==> config.mk <==
export PLATFORM = sky130hd
export DESIGN_NAME = dpot_core
export DESIGN_NICKNAME = d
export VERILOG_FILES = /design/src/rtl/dpot_pkg.sv /design/src/rtl/dpot_cmd_ctrl.sv /design/src/rtl/dpot_nv_timer.sv /design/src/rtl/dpot_dr_bank.sv /design/src/rtl/dpot_tap_decode.sv /design/src/rtl/dpot_core.sv
export SDC_FILE = /design/constraint.sdc
export NUM_CORES = 1
export LEC_CHECK = 0
export BUFFER_PORTS_ARGS = -buffer_cell sky130_fd_sc_hd__buf_2
export CORE_AREA = 8 8 413 415
export DETAILED_ROUTE_END_ITERATION = 8
export DIE_AREA = 0 0 421 423
export SYNTH_ARGS = -nofsm -noshare
export SYNTH_HDL_FRONTEND = slang
export SYNTH_SLANG_ARGS = --single-unit
==> constraint.sdc <==
create_clock -name clk -period 3.2 [get_ports clk]
set_input_delay 0.64 -clock clk [delete_from_list [all_inputs] [get_ports clk]]
set_output_delay 0.64 -clock clk [all_outputs]
set_load 0.01 [all_outputs]
==> src/rtl/dpot_pkg.sv <==
// Package: shared opcode encoding and decoded-command type for the
// potentiometer register core. Assumes a 3-bit opcode field.
package dpot_pkg;

    typedef enum logic [2:0] {
        OP_RD_WIPER    = 3'd0,
        OP_WR_WIPER    = 3'd1,
        OP_RD_DR       = 3'd2,
        OP_WR_DR       = 3'd3,
        OP_DR_TO_WIPER = 3'd4,
        OP_WIPER_TO_DR = 3'd5,
        OP_RSVD6       = 3'd6,
        OP_RSVD7       = 3'd7
    } op_e;

    // One strobe per accepted operation; at most one is set per cycle.
    typedef struct packed {
        logic rd_wiper;
        logic wr_wiper;
        logic rd_dr;
        logic wr_dr;
        logic dr_to_wiper;
        logic wiper_to_dr;
    } cmd_dec_t;

endpackage

==> src/rtl/dpot_cmd_ctrl.sv <==
// Module: dpot_cmd_ctrl
// Turns a command strobe into one accepted-operation strobe, or refuses
// it while a nonvolatile write is running and flags the refusal one cycle
// later. Assumes: cmd_valid is a single-cycle strobe; reserved opcodes are
// silently dropped while idle; nothing is accepted during reset.
module dpot_cmd_ctrl
    import dpot_pkg::*;
(
    input  logic     clk,
    input  logic     rst_n,
    input  logic     cmd_valid,
    input  logic [2:0] cmd_op,
    input  logic     nv_busy,
    output cmd_dec_t dec,
    output logic     cmd_err
);

    logic accept;
    logic refuse;

    // Purpose: decide whether this strobe is taken or refused.
    always_comb begin
        accept = cmd_valid && rst_n && !nv_busy;
        refuse = cmd_valid && rst_n && nv_busy;
    end

    // Purpose: map an accepted opcode onto its single operation strobe.
    always_comb begin
        dec = '0;
        if (accept) begin
            case (op_e'(cmd_op))
                OP_RD_WIPER:    dec.rd_wiper    = 1'b1;
                OP_WR_WIPER:    dec.wr_wiper    = 1'b1;
                OP_RD_DR:       dec.rd_dr       = 1'b1;
                OP_WR_DR:       dec.wr_dr       = 1'b1;
                OP_DR_TO_WIPER: dec.dr_to_wiper = 1'b1;
                OP_WIPER_TO_DR: dec.wiper_to_dr = 1'b1;
                default:        dec             = '0;
            endcase
        end
    end

    // Purpose: register the refusal into a one-cycle error pulse.
    always_ff @(posedge clk) begin
        if (!rst_n) begin
            cmd_err <= 1'b0;
        end else begin
            cmd_err <= refuse;
        end
    end

    AST_ONE_OP_AT_A_TIME: assert property (@(posedge clk) disable iff (!rst_n)
        $onehot0(dec)) else $error("more than one op strobe");

    AST_REFUSE_FLAGGED: assert property (@(posedge clk) disable iff (!rst_n)
        (cmd_valid && nv_busy) |=> cmd_err) else $error("refusal not flagged");

endmodule

==> src/rtl/dpot_nv_timer.sv <==
// Module: dpot_nv_timer
// Models the nonvolatile write time: a start pulse raises busy for exactly
// CYCLES clock cycles. Assumes CYCLES >= 1 and that start never arrives
// while busy (the command controller guarantees this). Reset aborts a run.
module dpot_nv_timer #(
    parameter int CYCLES = 10000
) (
    input  logic clk,
    input  logic rst_n,
    input  logic start,
    output logic busy
);

    localparam int CNT_W = (CYCLES > 1) ? $clog2(CYCLES) : 1;

    logic [CNT_W-1:0] remain_q;

    // Purpose: load the countdown on start, count down, drop busy at zero.
    always_ff @(posedge clk) begin
        if (!rst_n) begin
            busy     <= 1'b0;
            remain_q <= '0;
        end else if (start) begin
            busy     <= 1'b1;
            remain_q <= CNT_W'(CYCLES - 1);
        end else if (busy) begin
            if (remain_q == '0) begin
                busy <= 1'b0;
            end else begin
                remain_q <= remain_q - 1'b1;
            end
        end
    end

    AST_BUSY_RISES: assert property (@(posedge clk) disable iff (!rst_n)
        start |=> busy) else $error("busy did not rise");

    AST_BUSY_ENDS: assert property (@(posedge clk) disable iff (!rst_n)
        (busy && remain_q == '0 && !start) |=> !busy) else $error("busy overran");

    AST_NO_RESTART: assert property (@(posedge clk) disable iff (!rst_n)
        busy |-> !start) else $error("restart while busy");

endmodule

==> src/rtl/dpot_dr_bank.sv <==
// Module: dpot_dr_bank
// Bank of NUM_DR data registers standing in for nonvolatile cells. There is
// deliberately no reset: contents persist through a power-up reset. One
// write port and one read port, plus a dedicated tap of register 0 for the
// power-up wiper reload. Assumes NUM_DR is a power of two.
module dpot_dr_bank #(
    parameter int WIDTH  = 10,
    parameter int NUM_DR = 4,
    localparam int SEL_W = (NUM_DR > 1) ? $clog2(NUM_DR) : 1
) (
    input  logic             clk,
    input  logic             wr_en,
    input  logic [SEL_W-1:0] wr_sel,
    input  logic [WIDTH-1:0] wr_data,
    input  logic [SEL_W-1:0] rd_sel,
    output logic [WIDTH-1:0] rd_data,
    output logic [WIDTH-1:0] dr0
);

    logic [WIDTH-1:0] regs [NUM_DR];

    for (genvar g = 0; g < NUM_DR; g++) begin : g_cell
        // Purpose: update this cell when the write port addresses it.
        always_ff @(posedge clk) begin
            if (wr_en && (wr_sel == SEL_W'(g))) begin
                regs[g] <= wr_data;
            end
        end
    end

    // Purpose: combinational read of the addressed cell and of cell 0.
    always_comb begin
        rd_data = regs[rd_sel];
        dr0     = regs[0];
    end

endmodule

==> src/rtl/dpot_tap_decode.sv <==
// Module: dpot_tap_decode
// Decodes the wiper code into a one-hot vector of 2**WIDTH tap enables.
// Assumes every code value is a legal tap (no unused codes).
module dpot_tap_decode #(
    parameter int WIDTH = 10,
    localparam int TAPS = 1 << WIDTH
) (
    input  logic [WIDTH-1:0] code,
    output logic [TAPS-1:0]  taps
);

    for (genvar t = 0; t < TAPS; t++) begin : g_tap
        // Purpose: enable switch t only when the code selects it.
        assign taps[t] = (code == WIDTH'(t));
    end

endmodule

==> src/rtl/dpot_core.sv <==
// Module: dpot_core (top)
// Register and control core of a digital potentiometer: volatile wiper
// register, nonvolatile-modelled data register bank, six-operation command
// port, one-hot tap output and a busy timer for data-register writes.
// Assumes: rst_n models power-up and reloads the wiper from register 0;
// data register updates commit at the accepting edge, busy only models time.
module dpot_core
    import dpot_pkg::*;
#(
    parameter int WIPER_W       = 10,
    parameter int NUM_DR        = 4,
    parameter int CYCLES_PER_MS = 1000,
    parameter int NV_WRITE_MS   = 10,
    localparam int SEL_W        = (NUM_DR > 1) ? $clog2(NUM_DR) : 1,
    localparam int TAPS         = 1 << WIPER_W,
    localparam int NV_CYCLES    = CYCLES_PER_MS * NV_WRITE_MS
) (
    input  logic               clk,
    input  logic               rst_n,
    input  logic               cmd_valid,
    input  logic [2:0]         cmd_op,
    input  logic [SEL_W-1:0]   cmd_sel,
    input  logic [WIPER_W-1:0] cmd_wdata,
    output logic [WIPER_W-1:0] wiper_code,
    output logic [TAPS-1:0]    tap_sel,
    output logic               rd_valid,
    output logic [WIPER_W-1:0] rd_data,
    output logic               busy,
    output logic               cmd_err
);

    cmd_dec_t           dec;
    logic [WIPER_W-1:0] wiper_q;
    logic [WIPER_W-1:0] dr_rd;
    logic [WIPER_W-1:0] dr0;
    logic               dr_wr_en;
    logic [WIPER_W-1:0] dr_wr_data;

    dpot_cmd_ctrl u_ctrl (
        .clk      (clk),
        .rst_n    (rst_n),
        .cmd_valid(cmd_valid),
        .cmd_op   (cmd_op),
        .nv_busy  (busy),
        .dec      (dec),
        .cmd_err  (cmd_err)
    );

    // Purpose: choose the data register write source (host or wiper).
    always_comb begin
        dr_wr_en   = dec.wr_dr || dec.wiper_to_dr;
        dr_wr_data = dec.wr_dr ? cmd_wdata : wiper_q;
    end

    dpot_dr_bank #(
        .WIDTH (WIPER_W),
        .NUM_DR(NUM_DR)
    ) u_bank (
        .clk    (clk),
        .wr_en  (dr_wr_en),
        .wr_sel (cmd_sel),
        .wr_data(dr_wr_data),
        .rd_sel (cmd_sel),
        .rd_data(dr_rd),
        .dr0    (dr0)
    );

    dpot_nv_timer #(
        .CYCLES(NV_CYCLES)
    ) u_timer (
        .clk  (clk),
        .rst_n(rst_n),
        .start(dr_wr_en),
        .busy (busy)
    );

    // Purpose: wiper register with power-up reload, host write and copy.
    always_ff @(posedge clk) begin
        if (!rst_n) begin
            wiper_q <= dr0;
        end else if (dec.wr_wiper) begin
            wiper_q <= cmd_wdata;
        end else if (dec.dr_to_wiper) begin
            wiper_q <= dr_rd;
        end
    end

    // Purpose: registered read channel for wiper and data register reads.
    always_ff @(posedge clk) begin
        if (!rst_n) begin
            rd_valid <= 1'b0;
            rd_data  <= '0;
        end else begin
            rd_valid <= dec.rd_wiper || dec.rd_dr;
            if (dec.rd_wiper) begin
                rd_data <= wiper_q;
            end else if (dec.rd_dr) begin
                rd_data <= dr_rd;
            end
        end
    end

    dpot_tap_decode #(
        .WIDTH(WIPER_W)
    ) u_taps (
        .code(wiper_q),
        .taps(tap_sel)
    );

    assign wiper_code = wiper_q;

    AST_TAP_MATCH: assert property (@(posedge clk) disable iff (!rst_n)
        (tap_sel[wiper_q] && $countones(tap_sel) == 1)) else $error("tap mismatch");

    AST_WIPER_WRITE: assert property (@(posedge clk) disable iff (!rst_n)
        (cmd_valid && !busy && cmd_op == 3'(OP_WR_WIPER)) |=> (wiper_q == $past(cmd_wdata)))
        else $error("wiper write lost");

    AST_WIPER_READ: assert property (@(posedge clk) disable iff (!rst_n)
        (cmd_valid && !busy && cmd_op == 3'(OP_RD_WIPER)) |=> (rd_valid && rd_data == $past(wiper_q)))
        else $error("wiper read wrong");

    AST_COPY_NO_BUSY: assert property (@(posedge clk) disable iff (!rst_n)
        (cmd_valid && !busy && cmd_op == 3'(OP_DR_TO_WIPER)) |=> (wiper_q == $past(dr_rd) && !busy))
        else $error("copy to wiper wrong");

    AST_REFUSED_KEEPS_WIPER: assert property (@(posedge clk) disable iff (!rst_n)
        (cmd_valid && busy) |=> (wiper_q == $past(wiper_q) && !rd_valid))
        else $error("refused command acted");

endmodule

==> run_summary.xml, run 1 <==
<?xml version="1.0" encoding="UTF-8"?>
<metrics>
  <group name="status">
    <metric name="outcome" unit="">finished, violations left</metric>
    <metric name="failing_checks" unit="">negative setup slack</metric>
  </group>
  <group name="cells_and_area">
    <metric name="final.fill_count" unit="">19270</metric>
    <metric name="drive_gt1_share" unit="%">49.8</metric>
    <metric name="final_util" unit="%">11.8</metric>
    <metric name="flow.area_growth_from_synthesis" unit="%">112</metric>
    <metric name="design.final.nets" unit="">2808</metric>
  </group>
  <group name="logic_synthesis">
    <metric name="most_repeated_cell_in_the_gate_level_netlist_after_synthesis" unit="">sky130_fd_sc_hd__nor2_1</metric>
    <metric name="synth_top_family_by_area" unit="">simple AND/OR/NAND/NOR gates</metric>
    <metric name="yosys_most_used_dff" unit="">sky130_fd_sc_hd__edfxtp_1</metric>
    <metric name="synth_async_sr_flop_share" unit="%">0</metric>
    <metric name="postSynthCellCount" unit="">1741</metric>
    <metric name="synthTopCellsByCount" unit="">sky130_fd_sc_hd__nor2_1, sky130_fd_sc_hd__nand2_1, sky130_fd_sc_hd__clkbuf_1, sky130_fd_sc_hd__edfxtp_1, sky130_fd_sc_hd__buf_2</metric>
    <metric name="synth_nets" unit="">1760</metric>
    <metric name="yosys_warnings" unit="">0</metric>
    <metric name="synth.avg_cell_area" unit="um2">5.24</metric>
    <metric name="post-synth-top-area-fraction" unit="%">43.6</metric>
    <metric name="synth.ff_latch_count" unit="">77</metric>
    <metric name="synth_enable_flop_cells" unit="">50</metric>
    <metric name="yosys.area_share.simple" unit="%">59.6</metric>
    <metric name="synth_top_area_cell" unit="">sky130_fd_sc_hd__nor2_1</metric>
    <metric name="biggest_area_contributors_in_the_synthesized_netlist" unit="">sky130_fd_sc_hd__nor2_1, sky130_fd_sc_hd__edfxtp_1, sky130_fd_sc_hd__nand2_1, sky130_fd_sc_hd__dfxtp_1, sky130_fd_sc_hd__clkbuf_1</metric>
    <metric name="yosys.cell_types.count" unit="">43</metric>
    <metric name="post_synth_fa_ha_maj_area_fraction" unit="%">0.137</metric>
    <metric name="synth_compound_area_share" unit="%">3.61</metric>
    <metric name="synth.cell_area" unit="um2">9130</metric>
    <metric name="synth.mux.area_fraction" unit="%">6.22</metric>
    <metric name="xor_xnor_share_of_the_synthesized_area" unit="%">0.192</metric>
    <metric name="ys_seq_area_share" unit="%">22.4</metric>
  </group>
  <group name="sta">
    <metric name="report.final.hold_viol_count" unit="">0</metric>
    <metric name="clock_skew" unit="ns">0.00733</metric>
    <metric name="report.final.slew_viol_count" unit="">0</metric>
    <metric name="slew-limit-headroom" unit="%">48.0</metric>
    <metric name="least_margin_pin_slew" unit="ns">0.773</metric>
    <metric name="finalWorstSetupSlack" unit="ns">-0.0118</metric>
    <metric name="period_minus_slack" unit="ns">3.21</metric>
    <metric name="post-route-period-util" unit="%">100</metric>
    <metric name="achievable-frequency" unit="MHz">311</metric>
    <metric name="setup_repair_after_global_routing_missed_its_margin" unit="">true</metric>
    <metric name="hold_slack" unit="ns">0.512</metric>
    <metric name="setup_violations" unit="">2</metric>
  </group>
  <group name="global_route">
    <metric name="grt_pass1_vias" unit="">16452</metric>
    <metric name="use_met3" unit="%">6.16</metric>
    <metric name="grt_pass1_wl" unit="mm">206</metric>
    <metric name="grt_antenna_before_repair" unit="">28</metric>
    <metric name="pin_count_of_the_biggest_net_entering_global_routing" unit="">106</metric>
    <metric name="grt_util_met1" unit="%">21.0</metric>
    <metric name="grtUsageMet2" unit="%">31.0</metric>
    <metric name="gr-total-overflow" unit="">0</metric>
    <metric name="grt_usage" unit="%">17.7</metric>
    <metric name="grt_most_used_layer" unit="">met2</metric>
  </group>
  <group name="clock_tree">
    <metric name="clk_pin_slew" unit="ns">0.06</metric>
    <metric name="htree_num_levels" unit="">3</metric>
    <metric name="cts_hold_buf" unit="">0</metric>
    <metric name="worst_skew_pair.late_latency" unit="ns">0.35</metric>
    <metric name="cts.sink_count" unit="">77</metric>
    <metric name="cts_buffer_depth" unit="">2</metric>
    <metric name="tritoncts" unit="">done</metric>
    <metric name="cts-buffers-inserted" unit="">9</metric>
    <metric name="clock_tree_root_driver_cell" unit="">sky130_fd_sc_hd__clkbuf_16</metric>
  </group>
  <group name="place">
    <metric name="numPortBuffers" unit="">1064</metric>
    <metric name="dpl.hpwl" unit="mm">143</metric>
    <metric name="place_congestion" unit="">0.906</metric>
  </group>
  <group name="setup_path">
    <metric name="cp_cell_sequence" unit="">nand2b_1 -&gt; nor3_4 -&gt; buf_4 -&gt; nand2_1 -&gt; nor2_1 -&gt; buf_2</metric>
    <metric name="reg2reg_slack" unit="ns">1.09</metric>
    <metric name="critical_path_max_stage_delay" unit="ns">0.52</metric>
    <metric name="worstPathBufferInverterCount" unit="">2</metric>
    <metric name="critPathCapture" unit="">tap_sel[833]</metric>
    <metric name="start_kind" unit="">flop</metric>
    <metric name="worst-path-max-fanout" unit="">16</metric>
    <metric name="worstSetupStartpoint" unit="">wiper_code[7]</metric>
    <metric name="kind_of_cell_adding_the_most_delay_to_the_critical_path" unit="">simple AND/OR/NAND/NOR gates</metric>
    <metric name="arrival" unit="ns">2.57</metric>
    <metric name="worstSetupPathType" unit="">reg -&gt; out</metric>
    <metric name="setup.worst_path.end_class" unit="">output pin</metric>
    <metric name="cp_data_required_time" unit="ns">2.56</metric>
    <metric name="cp.depth" unit="">6</metric>
    <metric name="critical_path.reg2reg.startpoint" unit="">u_timer.remain_q[0]</metric>
    <metric name="critical-path-slowest-cell" unit="">sky130_fd_sc_hd__edfxtp_1</metric>
    <metric name="regToRegEndpoint" unit="">u_timer.remain_q[2]</metric>
    <metric name="rr_worst_depth" unit="">6</metric>
  </group>
  <group name="routing">
    <metric name="drt_first_iter_violations" unit="">1979</metric>
    <metric name="drt_antenna_net_count" unit="">0</metric>
    <metric name="totalWireLength" unit="mm">169</metric>
    <metric name="vias_per_cell" unit="">3.49</metric>
    <metric name="routedWlPerCell" unit="um">34.0</metric>
    <metric name="num_vias" unit="">17432</metric>
    <metric name="firstDrtPassIters" unit="">5</metric>
    <metric name="count_of_unresolved_drc_violations_after_routing" unit="">0</metric>
  </group>
  <group name="hold_path">
    <metric name="worstHoldPathType" unit="">reg -&gt; reg</metric>
  </group>
  <group name="floorplan">
    <metric name="area_of_the_core_region" unit="um2">164000</metric>
    <metric name="die_height" unit="um">423</metric>
    <metric name="placement_rows" unit="">149</metric>
    <metric name="chipWidth" unit="um">421</metric>
    <metric name="initial_core_util" unit="%">5.57</metric>
    <metric name="die_area" unit="um2">178000</metric>
    <metric name="boundaryPins" unit="">1065</metric>
  </group>
  <group name="pwr">
    <metric name="power.density" unit="nW/um2">175</metric>
    <metric name="power.leakage" unit="nW">9.60</metric>
    <metric name="vdd_ir_drop_max" unit="uV">222</metric>
  </group>
  <group name="flow_run">
    <metric name="cap_viol_max_count" unit="">0</metric>
  </group>
</metrics>
==> where the power goes <==
group          switching, mW  internal (mW)
clock                  0.447          0.716
combinational          0.809          0.292
sequential            0.0347           1.09
total                   1.29           2.10
==> per-layer routing <==
metal  share of wire (%)  routed length, um
met1                  40              67000
met2                  49              83000
met3                 8.9              15100
met4                 2.4               4090
met5                0.18                303
==> worst min-delay path, delay by kind of cell, from the launching register on <==
kind / cells / cell delay, ns
compound gates: 2 / 0.13
flops: 1 / 0.34
==> flip-flops by register name, indices dropped and copies added (netlist names) <==
register,flops
wiper_code,10
u_ctrl.cmd_err,1
rd_data,10
u_timer.remain_q,14
u_bank.regs,40
rd_valid,1
u_timer.busy,1
==> logic make-up after synthesis <==
logic type	after synthesis
and+or+nand+nor	1384
DFF	77
adders and majority gates	1
xor gates and xnor gates	2
AOI/OAI and AO/OA	59
muxes	43
buffers and inverters	175
==> placed cells by master (no fill, tap or decap), types with 6 or more instances in the layout <==
| cell type | Yosys | layout |
|---|---|---|
| sky130_fd_sc_hd__buf_2 | 45 | 1029 |
| sky130_fd_sc_hd__o21ai_0 | 16 | 16 |
| sky130_fd_sc_hd__nand2_1 | 268 | 175 |
| sky130_fd_sc_hd__buf_12 | 0 | 68 |
| sky130_fd_sc_hd__nand2_2 | 0 | 92 |
| sky130_fd_sc_hd__nor3_4 | 0 | 9 |
| sky130_fd_sc_hd__edfxtp_1 | 50 | 50 |
| sky130_fd_sc_hd__clkbuf_16 | 0 | 13 |
| sky130_fd_sc_hd__mux2_2 | 10 | 10 |
| sky130_fd_sc_hd__buf_4 | 1 | 107 |
| sky130_fd_sc_hd__diode_2 | 0 | 8 |
| sky130_fd_sc_hd__mux4_2 | 10 | 10 |
| sky130_fd_sc_hd__mux2i_1 | 23 | 23 |
| sky130_fd_sc_hd__dfxtp_1 | 27 | 27 |
| sky130_fd_sc_hd__nor2_1 | 1059 | 1028 |
| sky130_fd_sc_hd__a21oi_1 | 30 | 30 |
| sky130_fd_sc_hd__nor2_4 | 0 | 12 |
| sky130_fd_sc_hd__nor2_2 | 0 | 19 |
| sky130_fd_sc_hd__inv_1 | 6 | 6 |
==> worst min-delay path by stage <==
stage,depth (start not counted),from,to
floorplan,2,u_timer.remain_q[11],u_timer.remain_q[11]
global placement,2,u_timer.remain_q[4],u_timer.remain_q[4]
detailed placement,2,u_timer.remain_q[11],u_timer.remain_q[11]
CTS,2,u_timer.remain_q[11],u_timer.remain_q[11]
global route,2,u_timer.remain_q[11],u_timer.remain_q[11]
finish,2,u_timer.remain_q[11],u_timer.remain_q[11]
==> area by class of cell <==
class,count,area [um2],area share [%]
Clock buffer,14,329,1.70
Clock inverter,2,15.0,0.0776
Inverter,6,22.5,0.116
Sequential cell,77,2040,10.5
Multi-Input combinational cell,1489,6850,35.4
Antenna cell,8,20.0,0.103
Tap cell,2189,2740,14.1
Timing Repair Buffer,1206,7340,37.9
==> repair_timing <==
action                                 CTS  global route
gates resized for setup                 98            20
setup endpoints to repair              382            71
pin swaps                                1             1
endpoints found under the hold margin    0             0
buffers inserted                        10             3
==> through the flow <==
stage | setup WS, ns | power (mW) | instances | instance area [um2] | setup TNS, ns
after floorplan | 0.618 | 1.64 | 1741 | 9130 | 0
after global placement | -0.205 | 2.22 | 4954 | 18600 | -0.205
after detailed placement | -0.231 | 2.22 | 4954 | 18600 | -0.231
after CTS | -0.0219 | 3.42 | 4980 | 19300 | -0.0832
after global routing | -0.0433 | 3.51 | 4983 | 19300 | -0.348
final | -0.0118 | 3.39 | 4991 | 19400 | -0.0191
No activity file was read; power rests on OpenSTA's default activity.
==> run 2: changes to the inputs <==
Settings changed: ABC_AREA set to 1, CORE_AREA 8 8 413 415 to 8 8 403 405, DIE_AREA 0 0 421 423 to 0 0 411 413.
==> run 2 against run 1 <==
Compared with the run above:
- the flow now finishes without violations
- sequential power hardly changed
- total power shrank 4.4%
- largest cell class unchanged
- clock skew grew 0.0030 ns
- critical endpoint is now tap_sel[754]
- largest power group is now registers
- critical path depth up 1
==> run_summary.xml, run 2 <==
<?xml version="1.0" encoding="UTF-8"?>
<metrics>
  <group name="cells_and_area">
    <metric name="design_area" unit="um2">18500</metric>
    <metric name="largest_reg_flops" unit="">40</metric>
    <metric name="design.final.nets" unit="">2936</metric>
    <metric name="top_regs" unit="">u_bank.regs: 40 flops, u_timer.remain_q: 14 flops</metric>
    <metric name="register_name_with_the_most_flops" unit="">u_bank.regs</metric>
    <metric name="final_common_cell" unit="">sky130_fd_sc_hd__buf_2</metric>
    <metric name="drive_gt1_share" unit="%">45.6</metric>
    <metric name="flow.area_growth_from_synthesis" unit="%">101</metric>
    <metric name="most-common-layout-cells" unit="">sky130_fd_sc_hd__buf_2, sky130_fd_sc_hd__nor2_1, sky130_fd_sc_hd__nand2_1, sky130_fd_sc_hd__buf_4, sky130_fd_sc_hd__nand2_2</metric>
  </group>
  <group name="sta">
    <metric name="achievable-frequency" unit="MHz">315</metric>
    <metric name="post-route-period-util" unit="%">99.1</metric>
    <metric name="fin_setup_tns" unit="ns">0</metric>
    <metric name="setup_repair_after_global_routing_missed_its_margin" unit="">true</metric>
    <metric name="report.final.slew_viol_count" unit="">0</metric>
    <metric name="setup_violations" unit="">0</metric>
    <metric name="clock_skew" unit="ns">0.0104</metric>
    <metric name="report.final.hold_viol_count" unit="">0</metric>
    <metric name="slew-limit-headroom" unit="%">49.6</metric>
    <metric name="period_minus_slack" unit="ns">3.17</metric>
    <metric name="least_margin_pin_slew" unit="ns">0.754</metric>
  </group>
  <group name="pwr">
    <metric name="p_seq_share" unit="%">34.5</metric>
    <metric name="power_frac_comb" unit="%">34.5</metric>
    <metric name="power.density" unit="nW/um2">175</metric>
    <metric name="power.leakage" unit="nW">9.74</metric>
    <metric name="vdd_ir_drop_max" unit="uV">242</metric>
    <metric name="design_power_total" unit="mW">3.24</metric>
    <metric name="power_switching" unit="mW">1.35</metric>
    <metric name="cellInternalPower" unit="mW">1.89</metric>
    <metric name="share_of_power_burned_in_the_clock_network" unit="%">31.0</metric>
    <metric name="power_switching_share" unit="%">41.8</metric>
  </group>
  <group name="logic_synthesis">
    <metric name="most_repeated_cell_in_the_gate_level_netlist_after_synthesis" unit="">sky130_fd_sc_hd__nor2_1</metric>
    <metric name="yosys.cell_types.count" unit="">28</metric>
    <metric name="synth_top_area_cell" unit="">sky130_fd_sc_hd__nor2_1</metric>
    <metric name="synthTopCellsByCount" unit="">sky130_fd_sc_hd__nor2_1, sky130_fd_sc_hd__nand2_1, sky130_fd_sc_hd__clkbuf_1, sky130_fd_sc_hd__buf_2, sky130_fd_sc_hd__edfxtp_1</metric>
    <metric name="synth.cell_area" unit="um2">9180</metric>
    <metric name="synth.ff_latch_count" unit="">77</metric>
    <metric name="post-synth-top-area-fraction" unit="%">44.7</metric>
    <metric name="biggest_area_contributors_in_the_synthesized_netlist" unit="">sky130_fd_sc_hd__nor2_1, sky130_fd_sc_hd__edfxtp_1, sky130_fd_sc_hd__nand2_1, sky130_fd_sc_hd__dfxtp_1, sky130_fd_sc_hd__buf_2</metric>
    <metric name="synth_async_sr_flop_share" unit="%">0</metric>
    <metric name="synth_nets" unit="">1876</metric>
    <metric name="synth.avg_cell_area" unit="um2">4.94</metric>
    <metric name="postSynthCellCount" unit="">1857</metric>
    <metric name="synth_enable_flop_cells" unit="">50</metric>
    <metric name="yosys_warnings" unit="">0</metric>
    <metric name="ys_seq_area_share" unit="%">22.2</metric>
    <metric name="yosys_most_used_dff" unit="">sky130_fd_sc_hd__edfxtp_1</metric>
  </group>
  <group name="place">
    <metric name="placed_area" unit="um2">17700</metric>
    <metric name="place_congestion" unit="">0.859</metric>
    <metric name="dpl.hpwl" unit="mm">139</metric>
    <metric name="numPortBuffers" unit="">1064</metric>
  </group>
  <group name="routing">
    <metric name="count_of_unresolved_drc_violations_after_routing" unit="">0</metric>
    <metric name="routedWlPerCell" unit="um">33.0</metric>
    <metric name="dr.max_layer_used" unit="">met5</metric>
    <metric name="num_vias" unit="">17968</metric>
    <metric name="wl_met3" unit="mm">13.3</metric>
    <metric name="m1_wire_length" unit="mm">62.9</metric>
    <metric name="drt_first_iter_violations" unit="">1921</metric>
    <metric name="met2RoutedLength" unit="mm">81.3</metric>
    <metric name="drt_antenna_net_count" unit="">0</metric>
    <metric name="vias_per_cell" unit="">3.60</metric>
    <metric name="totalWireLength" unit="mm">164</metric>
    <metric name="firstDrtPassIters" unit="">5</metric>
  </group>
  <group name="floorplan">
    <metric name="placement_rows" unit="">145</metric>
    <metric name="initial_core_util" unit="%">5.90</metric>
    <metric name="area_of_the_core_region" unit="um2">156000</metric>
    <metric name="chipWidth" unit="um">411</metric>
    <metric name="die_area" unit="um2">170000</metric>
    <metric name="boundaryPins" unit="">1065</metric>
    <metric name="die_height" unit="um">413</metric>
  </group>
  <group name="clock_tree">
    <metric name="tritoncts" unit="">done</metric>
    <metric name="htree_num_levels" unit="">3</metric>
    <metric name="worst_skew_pair.late_latency" unit="ns">0.35</metric>
    <metric name="cts_buffer_depth" unit="">2</metric>
    <metric name="cts-buffers-inserted" unit="">9</metric>
    <metric name="clk_pin_slew" unit="ns">0.07</metric>
    <metric name="clock_tree_root_driver_cell" unit="">sky130_fd_sc_hd__clkbuf_16</metric>
    <metric name="cts.sink_count" unit="">77</metric>
  </group>
  <group name="setup_path">
    <metric name="critical_path_max_stage_delay" unit="ns">0.46</metric>
    <metric name="setup.worst_path.end_class" unit="">output pin</metric>
    <metric name="arrival" unit="ns">2.53</metric>
    <metric name="cp_dominant_cell_by_count" unit="">sky130_fd_sc_hd__nand2_1</metric>
    <metric name="worstSetupPathType" unit="">reg -&gt; out</metric>
    <metric name="start_kind" unit="">flop</metric>
    <metric name="critical-path-slowest-cell" unit="">sky130_fd_sc_hd__edfxtp_1</metric>
    <metric name="cp_data_required_time" unit="ns">2.56</metric>
    <metric name="cp_cell_sequence" unit="">inv_1 -&gt; nand2_1 -&gt; nor2_4 -&gt; buf_4 -&gt; nand2_1 -&gt; nor2_1 -&gt; buf_2</metric>
    <metric name="worst-path-max-fanout" unit="">5</metric>
  </group>
  <group name="global_route">
    <metric name="grt_antenna_before_repair" unit="">34</metric>
    <metric name="gr-total-overflow" unit="">0</metric>
    <metric name="grt_pass1_vias" unit="">16905</metric>
    <metric name="grt_pass1_wl" unit="mm">197</metric>
    <metric name="grt_usage" unit="%">17.9</metric>
    <metric name="pin_count_of_the_biggest_net_entering_global_routing" unit="">85</metric>
  </group>
  <group name="hold_path">
    <metric name="worstHoldPathType" unit="">reg -&gt; reg</metric>
  </group>
  <group name="flow_run">
    <metric name="cap_viol_max_count" unit="">0</metric>
  </group>
  <group name="status">
    <metric name="outcome" unit="">finished, final reports clean</metric>
  </group>
</metrics>
==> run 2: changes by cell type in the layout (fill, tap and decap cells not counted), moves of 25 or more <==
cell,delta
sky130_fd_sc_hd__nand2_1,+127
sky130_fd_sc_hd__buf_2,+33
sky130_fd_sc_hd__o21ai_0,+30
sky130_fd_sc_hd__inv_1,+30
sky130_fd_sc_hd__buf_12,-35
sky130_fd_sc_hd__nor2_1,+25
sky130_fd_sc_hd__nand2_2,-39
==> run 2: what timing repair did <==
action	in CTS	in global routing
resized for setup	31	43
pin swaps	9	2
hold buffers	0	0
buffers inserted	21	2
endpoints found under the setup margin	218	95
==> run 2: layer usage <==
| metal | track usage (%) | vias up |
|---|---|---|
| met5 | 0.345 | - |
| met1 | 20.9 | 8805 |
| li1 | - | 7749 |
| met4 | 5.20 | 10 |
| met2 | 32.1 | 1213 |
| met3 | 4.70 | 191 |
==> run 2: cell type report <==
type / instances / area, um2
repair buffers: 1209 / 6840
clock inverters: 7 / 57.6
multi-input cells: 1582 / 6580
clock buffers: 9 / 225
well taps: 2058 / 2570
flip-flops and latches: 77 / 2040
diodes: 7 / 17.5
inverters: 38 / 143
fillers: 18445 / 137000
==> run 2: logic make-up after synthesis <==
family	share of synthesized area [%]
AND/OR/NAND/NOR	61.6
adder cells (fa/ha/maj)	0.136
XOR/XNOR	0.191
AO/OA/AOI/OAI	5.59
buffers and inverters	10.2
flip-flops	22.2
==> run 2: stage by stage <==
stage / instances / hold WS [ns] / setup slack, ns / util, %
floorplan: 1857 / 0.452 / 0.903 / -
global placement: 4941 / 0.475 / -0.407 / 11.4
detailed placement: 4941 / 0.483 / -0.381 / 11.4
CTS: 4978 / 0.494 / -0.000478 / 11.8
global route: 4981 / 0.525 / -0.0363 / 11.9
finish: 4987 / 0.488 / 0.0288 / 11.9
==> run 2: power groups by stage <==
stage / Sequential, mW / Combinational (mW) / Clock (mW)
after floorplan: 1.14 / 0.529 / 0
after global placement: 1.14 / 1.09 / 0
after detailed placement: 1.14 / 1.09 / 0
after CTS: 1.12 / 1.13 / 1.04
after global routing: 1.12 / 1.20 / 1.07
final: 1.12 / 1.12 / 1.00
==> run 2: worst paths after layout <==
path	slack, ns	depth (start not counted)	from	end
setup / recovery	0.03	7	wiper_code[0]	tap_sel[754]
hold reg to reg	0.49	2	u_timer.remain_q[7]	u_timer.remain_q[7]
setup reg to reg	1.18	5	u_timer.busy	u_bank.regs[0][0]
hold / removal	0.49	2	u_timer.remain_q[7]	u_timer.remain_q[7]
==> run 2: worst max-delay path, delay by kind of cell, from the launching register on <==
kind,cells,cell delay [ns]
buf+inv,3,0.51
flops,1,0.46
simple gates,4,1.19
